**config.mk**
```make
export PLATFORM = sky130hd
export DESIGN_NAME = alu16_flagged
export DESIGN_NICKNAME = d
export VERILOG_FILES = /design/src/rtl/alu16_pkg.sv /design/src/rtl/alu16_opdec.sv /design/src/rtl/alu16_datapath.sv /design/src/rtl/alu16_flagreg.sv /design/src/rtl/alu16_flagged.sv
export SDC_FILE = /design/constraint.sdc
export NUM_CORES = 1
export LEC_CHECK = 0
export ABC_AREA = 1
export ABC_CLOCK_PERIOD_IN_PS = 6950
export BUFFER_PORTS_ARGS = -buffer_cell sky130_fd_sc_hd__clkbuf_2
export CORE_ASPECT_RATIO = 1.25
export CORE_MARGIN = 2
export CORE_UTILIZATION = 40
export DETAILED_ROUTE_END_ITERATION = 16
export PLACE_DENSITY_LB_ADDON = 0.25
export SLEW_MARGIN = 25
export SYNTH_ARGS = -nofsm -noshare
export SYNTH_HDL_FRONTEND = slang
export SYNTH_SLANG_ARGS = --single-unit
```
**constraint.sdc**
```tcl
create_clock -name clk -period 6.95 [get_ports clk]
set_input_delay 1.7375 -clock clk [delete_from_list [all_inputs] [get_ports clk]]
set_output_delay 1.7375 -clock clk [all_outputs]
set_load 0.005 [all_outputs]
```
**src/rtl/alu16_pkg.sv**
```systemverilog
package alu16_pkg;

    localparam int DW    = 16;
    localparam int XW    = 4;
    localparam int IMMW  = 6;
    localparam int BYTEW = 8;
    localparam int OPW   = 5;
    localparam int SHW   = $clog2(DW);

    typedef enum logic [OPW-1:0] {
        OP_ADD      = 5'h00, OP_SUB      = 5'h01,
        OP_AND      = 5'h02, OP_OR       = 5'h03, OP_XOR  = 5'h04,
        OP_NAND     = 5'h05, OP_NOR      = 5'h06, OP_XNOR = 5'h07,
        OP_NOT      = 5'h08, OP_ADD_IFZ  = 5'h09,
        OP_ADDI     = 5'h0A, OP_SUBI     = 5'h0B,
        OP_ANDI     = 5'h0C, OP_ORI      = 5'h0D, OP_XORI  = 5'h0E,
        OP_NANDI    = 5'h0F, OP_NORI     = 5'h10, OP_XNORI = 5'h11,
        OP_ADD_2IMM = 5'h12, OP_SUB_2IMM = 5'h13,
        OP_SHL      = 5'h14, OP_SHR      = 5'h15, OP_SHRA  = 5'h16,
        OP_LOAD_HI  = 5'h17, OP_LOAD_LO  = 5'h18
    } op_e;

    typedef enum logic [3:0] {
        K_ADD, K_SUB, K_AND, K_OR, K_XOR,
        K_SHL, K_SHR, K_SHRA, K_LDHI, K_LDLO, K_NONE
    } kind_e;

    typedef enum logic [1:0] {SRC_REG, SRC_IMMA, SRC_IMMB, SRC_ZERO} src_e;
    typedef enum logic [1:0] {FL_ARITH, FL_LOGIC, FL_KEEP} flpol_e;

    typedef struct packed {
        kind_e  kind;
        logic   invert;
        src_e   a_src;
        src_e   b_src;
        flpol_e pol;
        logic   need_z;
        logic   writes;
    } ctl_t;

    typedef struct packed {
        logic z;
        logic v;
        logic n;
    } flags_t;

    function automatic logic [DW-1:0] zext_imm(input logic [IMMW-1:0] i);
        return {{(DW-IMMW){1'b0}}, i};
    endfunction

    function automatic logic add_ovf(input logic [DW-1:0] a, b, r);
        return (a[DW-1] == b[DW-1]) && (r[DW-1] != a[DW-1]);
    endfunction

    function automatic logic sub_ovf(input logic [DW-1:0] a, b, r);
        return (a[DW-1] != b[DW-1]) && (r[DW-1] != a[DW-1]);
    endfunction

    // Port-level classification used only by the checks in the top module.
    function automatic logic code_is_logic(input logic [OPW-1:0] c);
        return (c >= 5'h02 && c <= 5'h08) || (c >= 5'h0C && c <= 5'h11) ||
               (c >= 5'h14 && c <= 5'h16);
    endfunction

    function automatic logic code_sets_flags(input logic [OPW-1:0] c);
        return code_is_logic(c) || c == 5'h00 || c == 5'h01 || c == 5'h0A ||
               c == 5'h0B || c == 5'h12 || c == 5'h13;
    endfunction

endpackage

```
**src/rtl/alu16_opdec.sv**
```systemverilog
module alu16_opdec
    import alu16_pkg::*;
(
    input  logic [OPW-1:0] op_code,
    output ctl_t           ctl
);

    function automatic ctl_t mk(input kind_e k, input logic inv, input src_e as,
                                input src_e bs, input flpol_e p, input logic nz);
        ctl_t c;
        c.kind   = k;
        c.invert = inv;
        c.a_src  = as;
        c.b_src  = bs;
        c.pol    = p;
        c.need_z = nz;
        c.writes = 1'b1;
        return c;
    endfunction

    always_comb begin
        case (op_e'(op_code))
            OP_ADD:      ctl = mk(K_ADD,  1'b0, SRC_REG,  SRC_REG,  FL_ARITH, 1'b0);
            OP_SUB:      ctl = mk(K_SUB,  1'b0, SRC_REG,  SRC_REG,  FL_ARITH, 1'b0);
            OP_AND:      ctl = mk(K_AND,  1'b0, SRC_REG,  SRC_REG,  FL_LOGIC, 1'b0);
            OP_OR:       ctl = mk(K_OR,   1'b0, SRC_REG,  SRC_REG,  FL_LOGIC, 1'b0);
            OP_XOR:      ctl = mk(K_XOR,  1'b0, SRC_REG,  SRC_REG,  FL_LOGIC, 1'b0);
            OP_NAND:     ctl = mk(K_AND,  1'b1, SRC_REG,  SRC_REG,  FL_LOGIC, 1'b0);
            OP_NOR:      ctl = mk(K_OR,   1'b1, SRC_REG,  SRC_REG,  FL_LOGIC, 1'b0);
            OP_XNOR:     ctl = mk(K_XOR,  1'b1, SRC_REG,  SRC_REG,  FL_LOGIC, 1'b0);
            OP_NOT:      ctl = mk(K_OR,   1'b1, SRC_REG,  SRC_ZERO, FL_LOGIC, 1'b0);
            OP_ADD_IFZ:  ctl = mk(K_ADD,  1'b0, SRC_REG,  SRC_REG,  FL_ARITH, 1'b1);
            OP_ADDI:     ctl = mk(K_ADD,  1'b0, SRC_REG,  SRC_IMMA, FL_ARITH, 1'b0);
            OP_SUBI:     ctl = mk(K_SUB,  1'b0, SRC_REG,  SRC_IMMA, FL_ARITH, 1'b0);
            OP_ANDI:     ctl = mk(K_AND,  1'b0, SRC_REG,  SRC_IMMA, FL_LOGIC, 1'b0);
            OP_ORI:      ctl = mk(K_OR,   1'b0, SRC_REG,  SRC_IMMA, FL_LOGIC, 1'b0);
            OP_XORI:     ctl = mk(K_XOR,  1'b0, SRC_REG,  SRC_IMMA, FL_LOGIC, 1'b0);
            OP_NANDI:    ctl = mk(K_AND,  1'b1, SRC_REG,  SRC_IMMA, FL_LOGIC, 1'b0);
            OP_NORI:     ctl = mk(K_OR,   1'b1, SRC_REG,  SRC_IMMA, FL_LOGIC, 1'b0);
            OP_XNORI:    ctl = mk(K_XOR,  1'b1, SRC_REG,  SRC_IMMA, FL_LOGIC, 1'b0);
            OP_ADD_2IMM: ctl = mk(K_ADD,  1'b0, SRC_IMMA, SRC_IMMB, FL_ARITH, 1'b0);
            OP_SUB_2IMM: ctl = mk(K_SUB,  1'b0, SRC_IMMA, SRC_IMMB, FL_ARITH, 1'b0);
            OP_SHL:      ctl = mk(K_SHL,  1'b0, SRC_REG,  SRC_ZERO, FL_LOGIC, 1'b0);
            OP_SHR:      ctl = mk(K_SHR,  1'b0, SRC_REG,  SRC_ZERO, FL_LOGIC, 1'b0);
            OP_SHRA:     ctl = mk(K_SHRA, 1'b0, SRC_REG,  SRC_ZERO, FL_LOGIC, 1'b0);
            OP_LOAD_HI:  ctl = mk(K_LDHI, 1'b0, SRC_REG,  SRC_ZERO, FL_KEEP,  1'b0);
            OP_LOAD_LO:  ctl = mk(K_LDLO, 1'b0, SRC_REG,  SRC_ZERO, FL_KEEP,  1'b0);
            default: begin
                ctl        = mk(K_NONE, 1'b0, SRC_REG, SRC_ZERO, FL_KEEP, 1'b0);
                ctl.writes = 1'b0;
            end
        endcase
    end

endmodule

```
**src/rtl/alu16_datapath.sv**
```systemverilog
module alu16_datapath
    import alu16_pkg::*;
(
    input  ctl_t             ctl,
    input  logic [DW-1:0]    a_val,
    input  logic [DW-1:0]    b_val,
    input  logic [BYTEW-1:0] dst_low,
    input  logic [IMMW-1:0]  imm_a,
    input  logic [IMMW-1:0]  imm_b,
    input  logic [BYTEW-1:0] imm8,
    output logic [DW-1:0]    result,
    output flags_t           nf
);

    logic [DW-1:0]  op_a, op_b, core, sum, diff;
    logic [SHW-1:0] sh;

    assign op_a = (ctl.a_src == SRC_IMMA) ? zext_imm(imm_a) : a_val;

    always_comb begin
        case (ctl.b_src)
            SRC_REG:  op_b = b_val;
            SRC_IMMA: op_b = zext_imm(imm_a);
            SRC_IMMB: op_b = zext_imm(imm_b);
            default:  op_b = '0;
        endcase
    end

    assign sum  = op_a + op_b;
    assign diff = op_a - op_b;
    assign sh   = imm_a[SHW-1:0];

    always_comb begin
        case (ctl.kind)
            K_ADD:   core = sum;
            K_SUB:   core = diff;
            K_AND:   core = op_a & op_b;
            K_OR:    core = op_a | op_b;
            K_XOR:   core = op_a ^ op_b;
            K_SHL:   core = op_a << sh;
            K_SHR:   core = op_a >> sh;
            K_SHRA:  core = $unsigned($signed(op_a) >>> sh);
            K_LDHI:  core = {imm8, dst_low};
            K_LDLO:  core = {{(DW-BYTEW){imm8[BYTEW-1]}}, imm8};
            default: core = '0;
        endcase
    end

    assign result = ctl.invert ? ~core : core;

    always_comb begin
        nf.z = (result == '0);
        nf.n = result[DW-1];
        case (ctl.kind)
            K_ADD:   nf.v = add_ovf(op_a, op_b, result);
            K_SUB:   nf.v = sub_ovf(op_a, op_b, result);
            default: nf.v = 1'b0;
        endcase
    end

endmodule

```
**src/rtl/alu16_flagreg.sv**
```systemverilog
module alu16_flagreg
    import alu16_pkg::*;
(
    input  logic   clk,
    input  logic   rst,
    input  logic   load,
    input  flags_t nxt,
    output flags_t q
);

    always_ff @(posedge clk) begin
        if (rst)       q <= '0;
        else if (load) q <= nxt;
    end


    hold_when_idle_chk: assert property (@(posedge clk) disable iff (rst)
        !load |=> $stable(q));

endmodule

```
**src/rtl/alu16_flagged.sv**
```systemverilog
module alu16_flagged
    import alu16_pkg::*;
(
    input  logic             clk,
    input  logic             rst,
    input  logic             op_valid,
    input  logic [OPW-1:0]   op_code,
    input  logic [XW-1:0]    a_idx,
    input  logic [XW-1:0]    b_idx,
    input  logic [XW-1:0]    d_idx,
    input  logic [DW-1:0]    a_val,
    input  logic [DW-1:0]    b_val,
    input  logic [BYTEW-1:0] dst_low,
    input  logic [IMMW-1:0]  imm_a,
    input  logic [IMMW-1:0]  imm_b,
    input  logic [BYTEW-1:0] imm8,
    output logic [DW-1:0]    result,
    output logic             wr_en,
    output logic             flag_z,
    output logic             flag_v,
    output logic             flag_n
);

    ctl_t             ctl;
    flags_t           nf, fq;
    logic [DW-1:0]    a_eff, b_eff;
    logic [BYTEW-1:0] d_eff;
    logic             cond_ok, upd;

    // Register index 0 is the hard-wired zero register.
    assign a_eff = (a_idx == '0) ? '0 : a_val;
    assign b_eff = (b_idx == '0) ? '0 : b_val;
    assign d_eff = (d_idx == '0) ? '0 : dst_low;

    alu16_opdec u_dec (
        .op_code (op_code),
        .ctl     (ctl)
    );

    alu16_datapath u_dp (
        .ctl     (ctl),
        .a_val   (a_eff),
        .b_val   (b_eff),
        .dst_low (d_eff),
        .imm_a   (imm_a),
        .imm_b   (imm_b),
        .imm8    (imm8),
        .result  (result),
        .nf      (nf)
    );

    assign cond_ok = !ctl.need_z || fq.z;
    assign upd     = op_valid && (ctl.pol != FL_KEEP) && cond_ok;
    assign wr_en   = op_valid && ctl.writes && cond_ok && (d_idx != '0);

    alu16_flagreg u_flags (
        .clk  (clk),
        .rst  (rst),
        .load (upd),
        .nxt  (nf),
        .q    (fq)
    );

    assign flag_z = fq.z;
    assign flag_v = fq.v;
    assign flag_n = fq.n;


    zero_dest_chk: assert property (@(posedge clk) disable iff (rst)
        (d_idx == '0) |-> !wr_en);


    ifz_skip_chk: assert property (@(posedge clk) disable iff (rst)
        (op_valid && op_code == OP_ADD_IFZ && !flag_z) |-> !wr_en);


    logic_v_clear_chk: assert property (@(posedge clk) disable iff (rst)
        (op_valid && code_is_logic(op_code)) |=> !flag_v);


    load_keep_chk: assert property (@(posedge clk) disable iff (rst)
        (op_valid && (op_code == OP_LOAD_HI || op_code == OP_LOAD_LO))
        |=> $stable({flag_z, flag_v, flag_n}));


    zero_flag_chk: assert property (@(posedge clk) disable iff (rst)
        (op_valid && code_sets_flags(op_code))
        |=> (flag_z == ($past(result) == '0)) && (flag_n == $past(result[DW-1])));


    undef_code_chk: assert property (@(posedge clk) disable iff (rst)
        (op_valid && op_code > OP_LOAD_LO)
        |=> $stable({flag_z, flag_v, flag_n}) && !$past(wr_en));

endmodule

```
Word level (Yosys, flattened, before mapping)
Memories as Yosys holds them, arrays and structs flattened.
Cells that the tools add are included.
- shift-type cells: 3
- bitwise operators: 4
- mux-type cells: 8
- equality and inequality tests: 16
- add/sub/neg operators: 2
- reduce and logical (&&, ||, !) cells: 16
- operators by type and width (cell ; count):
    $pmux 16 s10 ; 1
    $mux 16 ; 4
    $pmux 16 s3 ; 1
    $add 16x16->16 ; 1
    $and 16x16->16 ; 1
    $eq 4x3->1 const B ; 4
    $logic_not 16->1 ; 1
    $logic_not 4->1 ; 4
    $not 16->16 ; 1
    $or 16x16->16 ; 1
    $shl 16x4->16 ; 1
    $shr 16x4->16 ; 1
    $sshr 16x4->16 ; 1
    $sub 16x16->16 ; 1
    $xor 16x16->16 ; 1
    $eq 4x2->1 const B ; 2
    $eq 4x4->1 const B ; 2
    $mux 8 ; 1
    $logic_and 1x1->1 ; 7
    $eq 2x1->1 const B ; 2
    $eq 4x1->1 const B ; 1
    $reduce_bool 4->1 ; 1
    $eq 2x2->1 const B ; 1
    $logic_not 2->1 ; 1
    6 further kinds ; 7
- output and inout port bits: 20
- bits in read-only memories: 384
- register bits after elaboration: 3
- memories: 1
- input port bits: 80
- word-level logic and storage cells: 53
- memory list (memory ; words ; width ; read ports ; clocked after Yosys merged registers in ; wr ports ; line ; source):
    (name not given) ; 32 ; 12 ; 1 ; 0 ; 0 ; alu16_opdec.sv:22 ; case (op_e'(op_code))

Depth between registers and ports, before layout
Gate-level depths: netlist (run 1).
- depth after elaboration: 10
- gate-level depth with buffers: 35
- depth with buffers taken out: 35

By module
From an unflattened synthesis (run 1), not the netlist that was laid out.
- cells, all modules: 1118
- area, all modules: 5989.5 um2
- modules (own cells, without submodules) (module ; times used ; cells an instance ; sequential area each (um2) ; area each (um2)):
    alu16_datapath ; 1 ; 957 ; 0.0 ; 5002.3
    alu16_flagged ; 1 ; 73 ; 0.0 ; 474.2
    alu16_opdec ; 1 ; 69 ; 0.0 ; 392.9
    alu16_flagreg ; 1 ; 19 ; 60.1 ; 120.1

Worst setup path before layout (run 1)
No wires, ideal clock.
- path kind: in2out
- start point: input port op_code[1]
- end point: output port result[15]
- required time: 5.213 ns
- path slack: 0.068 ns
- arrival time: 5.144 ns
- path buffers: 1
- stages: 29
- path through: inv_1 -> ha_1 -> nand3_4 -> nand2_2 -> nand2_4 -> nand2_2 -> nor2_4 -> nand2_1 -> nand3_1 -> inv_1 -> ha_1 -> nand3_1 -> nor2_1 -> nand4_1 -> nor3_1 -> nand2_1 -> o21ai_0 -> xor2_1 -> inv_1 -> ha_1 -> a21oi_1 -> o21ai_0 -> a221oi_1 -> nand3_1 -> nand3_2 -> nand2_1 -> nand2_1 -> nand2_1 -> buf_4
- RTL lines (item ; line ; source):
    start: declaration ; alu16_flagged.sv:7 ; input logic [OPW-1:0] op_code,
    end: declaration ; alu16_flagged.sv:17 ; output logic [DW-1:0] result,

Worst setup path after layout (run 1)
- start point: input port op_code[2]
- end point: output port result[7]
- cells in the longest elaborated chain, start to end: 7
- elaborated cells between the ends (all ways): 28
- those cells by class: add/sub: 2; eq/ne: 12; shift: 3; mux: 4; bitwise: 4; reduce/logical: 2; memory: 1
- RTL lines (item ; line ; source):
    $mem_v2 32x12 * ; n/a ;
    $eq 2x2->1, or another cell as far along ; alu16_datapath.sv:21 ; case (ctl.b_src)
    $pmux 16 s3 or $mux 16 (tied branches) ; alu16_datapath.sv:21, alu16_datapath.sv:18 ;
    $sub 16x16->16, or another cell as far along ; alu16_datapath.sv:30 ; assign diff = op_a - op_b;
    $pmux 16 s10 ; alu16_datapath.sv:34 ; case (ctl.kind)
    $not 16->16 ; alu16_datapath.sv:49 ; assign result = ctl.invert ? ~core : core;
    $mux 16 * ; alu16_datapath.sv:49 ;
Every way passes the cells marked *; elsewhere a longest branch is shown, timed or not.

==> flow_summary_export.csv, run 1 <==
group,metric,value,unit
outcome,status,"finished with violations",
outcome,violations,"setup timing",
finish,fin_util,60.06,%
finish,nets,1351,
critical_path,rr_endpoint,"u_flags.q[1]$_SDFFE_PP0P_",
synth,synth-seq-cells,3,
synth,yosysSeqAreaShare,1.150,%
sta,fin_ws,-0.09550,ns
detailed_routing,vias,7644,
finish,final_layout_size_suffix_gt1_share,33.55,%
detailed_routing,route.antenna.remaining_nets,0,
job,drv_cap,0,
clock_tree,clockRootBuffer,"clkbuf_16",
critical_path,end_kind,"output pin",
critical_path,rr_startpoint,"u_flags.q[2]$_SDFFE_PP0P_",
detailed_routing,viasPerCell,5.523,
critical_path,crit_required,5.21,ns
placement,hpwl,17870,µm
critical_path,crit_slowest_cell,"ha_4",
floorplanning,initial_core_util,41.06,%
synth,synth_area,0.005223,mm²
clock_tree,clockBufferDepth,2,
clock_tree,clk_pin_slew_worst_paths,0.03,ns
clock_tree,cts_buffers,3,
placement,placedCellCount,1350,
critical_path,reg2reg_slack,5.54,ns
synth,yosysWarningCount,0,
sta,setup_viol_count_final,3,
sta,min_period,7.045,ns
sta,rsz0062_at_grt,"true",
synth,syn_inst,1001,
global_route,grt_pass1_wl,35070,µm
sta,clock.fmax,141.9,MHz
critical_path,critPathKind,"input port to output pin",
critical_path,critPathBufInv,7,
floorplanning,die_x,106.2,µm
global_route,grt_max_degree,35,
global_route,grt_usage,31.01,%
critical_path,cp_common_cell,"nand2_2",
detailed_routing,dr.pass1.iters,6,
floorplanning,rows,46,
sta,worst_pin_slew,0.9607,ns
finish,seq_area,60.06,µm²
synth,synth_nets,1135,
finish,area_growth,46.29,%
hold_path,hp-class,"register to register",
detailed_routing,totalWireLength,23680,µm
clock_tree,clock_sinks,3,
floorplanning,dieHeight,131.8,µm
detailed_routing,drc,0,
critical_path,critPathArrivalTime,5.31,ns
global_route,antenna_found_initial,0,
power,pwr_density_cell,144.6,mW/mm²
synth,syn_area_per_cell,5.217,µm²
finish,regMostFlops,"u_flags.q",
critical_path,crit_family,"simple AND/OR/NAND/NOR gates",
detailed_routing,detail_route.wl_per_cell,17.11,µm
finish,num_antenna_cells,0,
sta,min_period_over_period,101.4,%
sta,skew,0.001524,ns
placement,numPortBuffers,99,
critical_path,critPathLaunch,"op_code[2]",
floorplanning,die_area,0.01399,mm²
clock_tree,cts_max_level,1,
sta,relSlewSlack,35.89,%
clock_tree,clk_latency,0.22,ns
critical_path,path_depth,29,
critical_path,rr_worst_depth,6,
sta,slew_violations,0,
finish,multi_input_area,0.005145,mm²
power,p_leak,4.265,nW
detailed_routing,drt_iter0_drc,828,
floorplanning,core,0.01272,mm²
finish,reg_top3,"u_flags.q x3",
placement,place_ws,-0.4502,ns
critical_path,start_kind,"input port",
finish,final_cells,1384,
clock_tree,hold_buffers,0,
critical_path,crit_path_max_fanout,5,
critical_path,slowest_delay,0.31,ns
sta,hold_violations,0,
placement,routabilityCongestion,0.9702,
synth,synth.distinct_cells,51,
finish,largest_register_ffs,3,
finish,fill_cells,1281,
global_route,grt_pass1_vias,7077,
power,peakVddDrop,0.0001910,V
floorplanning,boundaryPins,100,
global_route,grt.overflow.total,0,
critical_path,crit_path_end,"result[7]",
clock_tree,cts_tree,"done",
## layout make-up
cell class,count,area share (%)
clock buffer,4,1.032
inverter,116,6.027
multi-input combinational,850,67.34
sequential,3,0.7861
tap,168,2.751
timing repair buffer,243,22.06
## layer usage
metal / up-vias / GRT usage (%) / routed length, µm
met5: - / 0 / 0
met4: 0 / 17.32 / 1649
met3: 99 / 2.472 / 1849
met2: 458 / 53.10 / 11310
met1: 3366 / 37.90 / 8870
li1: 3721 / - / -
## worst min path at each step
stage | cells after the start | endpoint | slack, ns | startpoint
final | 2 | u_flags.q[1]$_SDFFE_PP0P_ | 0.47 | u_flags.q[1]$_SDFFE_PP0P_
after detailed placement | 2 | u_flags.q[1]$_SDFFE_PP0P_ | 0.47 | u_flags.q[1]$_SDFFE_PP0P_
after floorplan | 2 | u_flags.q[1]$_SDFFE_PP0P_ | 0.45 | u_flags.q[1]$_SDFFE_PP0P_
after global routing | 2 | u_flags.q[2]$_SDFFE_PP0P_ | 0.51 | u_flags.q[2]$_SDFFE_PP0P_
after CTS | 2 | u_flags.q[1]$_SDFFE_PP0P_ | 0.47 | u_flags.q[1]$_SDFFE_PP0P_
after global placement | 2 | u_flags.q[1]$_SDFFE_PP0P_ | 0.46 | u_flags.q[1]$_SDFFE_PP0P_
## cells in the final DEF, fill, tap and decap left out, types with 4 or more instances in the layout
cell / Yosys / final
nor2_4: 8 / 16
nand3b_1: 6 / 6
a21oi_1: 33 / 24
a21oi_2: 1 / 8
o21ai_0: 39 / 29
nand4_1: 21 / 21
inv_2: 14 / 17
nor2_1: 82 / 75
nand3_1: 156 / 139
buf_4: 2 / 127
xor2_1: 16 / 14
nor2_2: 8 / 7
buf_6: 6 / 17
nand2_1: 335 / 309
nand3_2: 6 / 21
ha_4: 0 / 10
o21ai_2: 3 / 7
nand2_4: 3 / 14
o211ai_1: 14 / 14
nand3_4: 2 / 4
ha_1: 53 / 41
inv_1: 99 / 92
o21ai_1: 17 / 22
nand2_2: 11 / 26
clkbuf_2: 0 / 95
## stage by stage
step,cell area [µm²],hold WS (ns),setup TNS [ns],total power [mW]
2_1_floorplan,5223,0.4542,0,0.4856
3_3_place_gp,6608,0.4561,-1.355,0.8100
3_5_place_dp,6608,0.4693,-2.218,0.8167
4_1_cts,7127,0.4739,-0.0001470,0.9809
5_1_grt,7640,0.5094,-1.673,1.199
6_report,7640,0.4714,-0.1472,1.105
## where the power goes
group          switching, mW  leakage [nW]  internal [mW]
combinational          0.566          4.20          0.430
clock                 0.0141        0.0382         0.0756
sequential          0.000425        0.0244         0.0182
total                  0.581          4.27          0.524
## synthesized netlist by cell type, drive strengths merged
cell type,count,area [µm²]
a21boi,5,48.80
a21oi,34,173.9
a221oi,1,8.760
a311oi,1,8.760
buf,17,123.9
clkbuf,16,60.06
clkinv,1,3.750
dfxtp,3,60.06
fa,1,20.02
ha,53,663.1
inv,115,436.7
mux2i,1,10.01
nand2,349,1360
nand3,164,875.8
nand3b,7,56.30
nand4,21,131.4
nor2,98,447.9
nor3,7,35.03
nor4,2,12.51
o211a,1,10.01
o211ai,14,105.1
o21a,1,7.510
o21ai,60,322.8
o21bai,1,7.510
o22ai,3,25.02
o31ai,1,7.510
o41a,1,11.26
o41ai,1,8.760
or2,5,31.29
xnor2,1,8.760
xor2,16,140.1
## repair_timing
item | 4_1_cts | 5_1_grt
cloned | 1 | 0
setup buffers | 19 | 12
resized for setup | 69 | 115
pin swaps | 33 | 88
endpoints found under the hold margin | 0 | 0
endpoints found under the setup margin | 10 | 13
## worst min-delay path, delay by kind of cell, from the launching register on
family	cells	cell delay, ns
DFF	1	0.30
AOI/OAI and AO/OA	1	0.06
and+or+nand+nor	1	0.06
## kinds of logic after synthesis
group,Yosys count,synth area share [%]
xor gates and xnor gates,17,2.851
muxes,1,0.1917
adders and majority gates,54,13.08
AOI/OAI and AO/OA,124,14.28
and+or+nand+nor,653,56.49
buffers and inverters,149,11.95
DFF,3,1.150
Note: power is estimated with default switching activity, not from simulation.
==> run 2, diff against run 1 <==
--- a/config.mk
+++ b/config.mk
@@ -13,6 +13,7 @@
 export CORE_UTILIZATION = 40
 export DETAILED_ROUTE_END_ITERATION = 16
 export PLACE_DENSITY_LB_ADDON = 0.25
+export SKIP_CTS_REPAIR_TIMING = 1
 export SLEW_MARGIN = 25
 export SYNTH_ARGS = -nofsm -noshare
 export SYNTH_HDL_FRONTEND = slang
==> run 2 against run 1 <==
Effect of this change: the run still ends with setup timing left; sequential power hardly changed; total power decreased by 2.1%; wire length fell by 3.3%; clock power hardly changed; utilization decreased by 1.4 points; combinational power shrank 2.3%; cell count fell by 0.94%; die area did not move; first-iteration DRC count decreased by 6.5%; sequential share of layout area about the same; critical path type unchanged.
==> flow_summary_export.csv, run 2 (synthesis gave the netlist of run 1 again) <==
group,metric,value,unit
clock_tree,clockRootBuffer,"clkbuf_16",
finish,largest_register_ffs,3,
sta,slew_violations,0,
power,p_int,0.5092,mW
clock_tree,clock_sinks,3,
critical_path,crit_slowest_cell,"ha_4",
finish,reg_top3,"u_flags.q x3",
finish,final_layout_size_suffix_gt1_share,31.92,%
finish,final_cell_mix,"nand2_1 (311), nand3_1 (140), buf_4 (117)",
finish,final_area,0.007466,mm²
placement,routabilityCongestion,0.9702,
detailed_routing,viasPerCell,5.511,
detailed_routing,totalWireLength,22900,µm
sta,min_period,7.069,ns
critical_path,critPathKind,"input port to output pin",
finish,area_growth,42.96,%
global_route,antenna_found_initial,0,
sta,setup_viol_count_final,5,
detailed_routing,drc,0,
placement,place_ws,-0.4502,ns
hold_path,hp-class,"register to register",
clock_tree,cts_buffers,3,
power,pwr_density_cell,144.8,mW/mm²
detailed_routing,dr.pass1.iters,6,
power,peakVddDrop,0.0001910,V
power,finalPower,1.081,mW
finish,final_common_cell,"nand2_1",
placement,numPortBuffers,99,
detailed_routing,drt_iter0_drc,774,
finish,fill_cells,1308,
power,p_leak,4.193,nW
sta,worst_pin_slew,0.9157,ns
sta,hold_violations,0,
finish,num_antenna_cells,0,
placement,place_area,0.006608,mm²
global_route,grt_max_degree,35,
floorplanning,core,0.01272,mm²
floorplanning,die_x,106.2,µm
clock_tree,clk_pin_slew_worst_paths,0.03,ns
finish,nets,1338,
clock_tree,clk_latency,0.22,ns
floorplanning,boundaryPins,100,
placement,hpwl,17870,µm
detailed_routing,route.antenna.remaining_nets,0,
detailed_routing,detail_route.wl_per_cell,16.70,µm
sta,fin_ws,-0.1188,ns
critical_path,critPathArrivalTime,5.33,ns
outcome,violations,"setup timing",
critical_path,start_kind,"input port",
global_route,grt_pass1_vias,6850,
critical_path,slowest_delay,0.25,ns
critical_path,crit_required,5.21,ns
global_route,grt_pass1_wl,33640,µm
global_route,grt_usage,29.86,%
floorplanning,rows,46,
critical_path,crit_family,"simple AND/OR/NAND/NOR gates",
placement,placedCellCount,1350,
floorplanning,dieHeight,131.8,µm
floorplanning,initial_core_util,41.06,%
power,comb_power_share,90.0,%
detailed_routing,vias,7555,
floorplanning,die_area,0.01399,mm²
global_route,grt.overflow.total,0,
critical_path,crit_path_max_fanout,5,
sta,rsz0062_at_grt,"true",
critical_path,critPathBufInv,9,
sta,skew,0.001500,ns
power,swShare,52.91,%
power,seq_power_share,1.7,%
sta,clock.fmax,141.5,MHz
clock_tree,clockBufferDepth,2,
outcome,status,"finished with violations",
finish,multi_input_area,0.005091,mm²
clock_tree,cts_max_level,1,
power,p_clk_share,8.3,%
job,drv_cap,0,
clock_tree,cts_tree,"done",
sta,relSlewSlack,38.88,%
finish,final_cells,1371,
finish,seq_area,60.06,µm²
power,p_sw,0.5721,mW
finish,regMostFlops,"u_flags.q",
sta,min_period_over_period,101.7,%
critical_path,end_kind,"output pin",
run 2: cell types whose count changed in the layout (fill, tap and decap cells not counted), sizes merged:
| cell | previous run | this run |
|---|---|---|
| buf | 148 | 135 |
| clkinvlp | 0 | 1 |
| inv | 115 | 114 |
run 2: power groups by stage:
stage               combinational, mW  sequential (mW)  clock (mW)
floorplan                       0.467           0.0190           0
global placement                0.791           0.0188           0
detailed placement              0.798           0.0189           0
CTS                             0.801           0.0187      0.0911
global route                     1.06           0.0187      0.0936
finish                          0.973           0.0187      0.0896
run 2: final timing paths:
path                            cells past startpoint                        end  slack [ns]                 startpoint
worst min register to register                      2  u_flags.q[1]$_SDFFE_PP0P_        0.47  u_flags.q[1]$_SDFFE_PP0P_
worst min-delay path                                2  u_flags.q[1]$_SDFFE_PP0P_        0.47  u_flags.q[1]$_SDFFE_PP0P_
worst max-delay path                               31                  result[7]       -0.12                 op_code[2]
worst max register to register                      6  u_flags.q[1]$_SDFFE_PP0P_        5.52  u_flags.q[2]$_SDFFE_PP0P_
run 2: metal layers:
layer | track usage [%] | up-vias | routed length [µm] | part of all wire [%]
li1 | - | 3699 | - | -
met1 | 36.88 | 3348 | 8515 | 37
met2 | 51.57 | 424 | 11000 | 48
met3 | 2.620 | 84 | 1919 | 8.4
met4 | 14.47 | 0 | 1463 | 6.4
met5 | 0 | - | 0 | 0
run 2: per-stage QoR:
stage	setup TNS (ns)	hold slack (ns)	util [%]
6_report	-0.4186	0.4703	58.70
5_1_grt	-2.248	0.5102	58.70
4_1_cts	-2.282	0.4739	52.57
3_5_place_dp	-2.218	0.4693	51.95
3_3_place_gp	-1.355	0.4561	51.95
2_1_floorplan	0	0.4542	-
run 2: tightest hold or removal path, stage by stage, from the launching register on:
cell,delay [ns]
dfxtp_1,0.30
nand2_1,0.06
a21oi_1,0.06
run 2: area by class of cell:
class                           instances  share of cell area, %
Inverter                              116                  6.184
Sequential cell                         3                 0.8044
Tap cell                              168                  2.815
Timing Repair Buffer                  230                  20.95
Clock buffer                            4                  1.056
Multi-Input combinational cell        850                  68.19
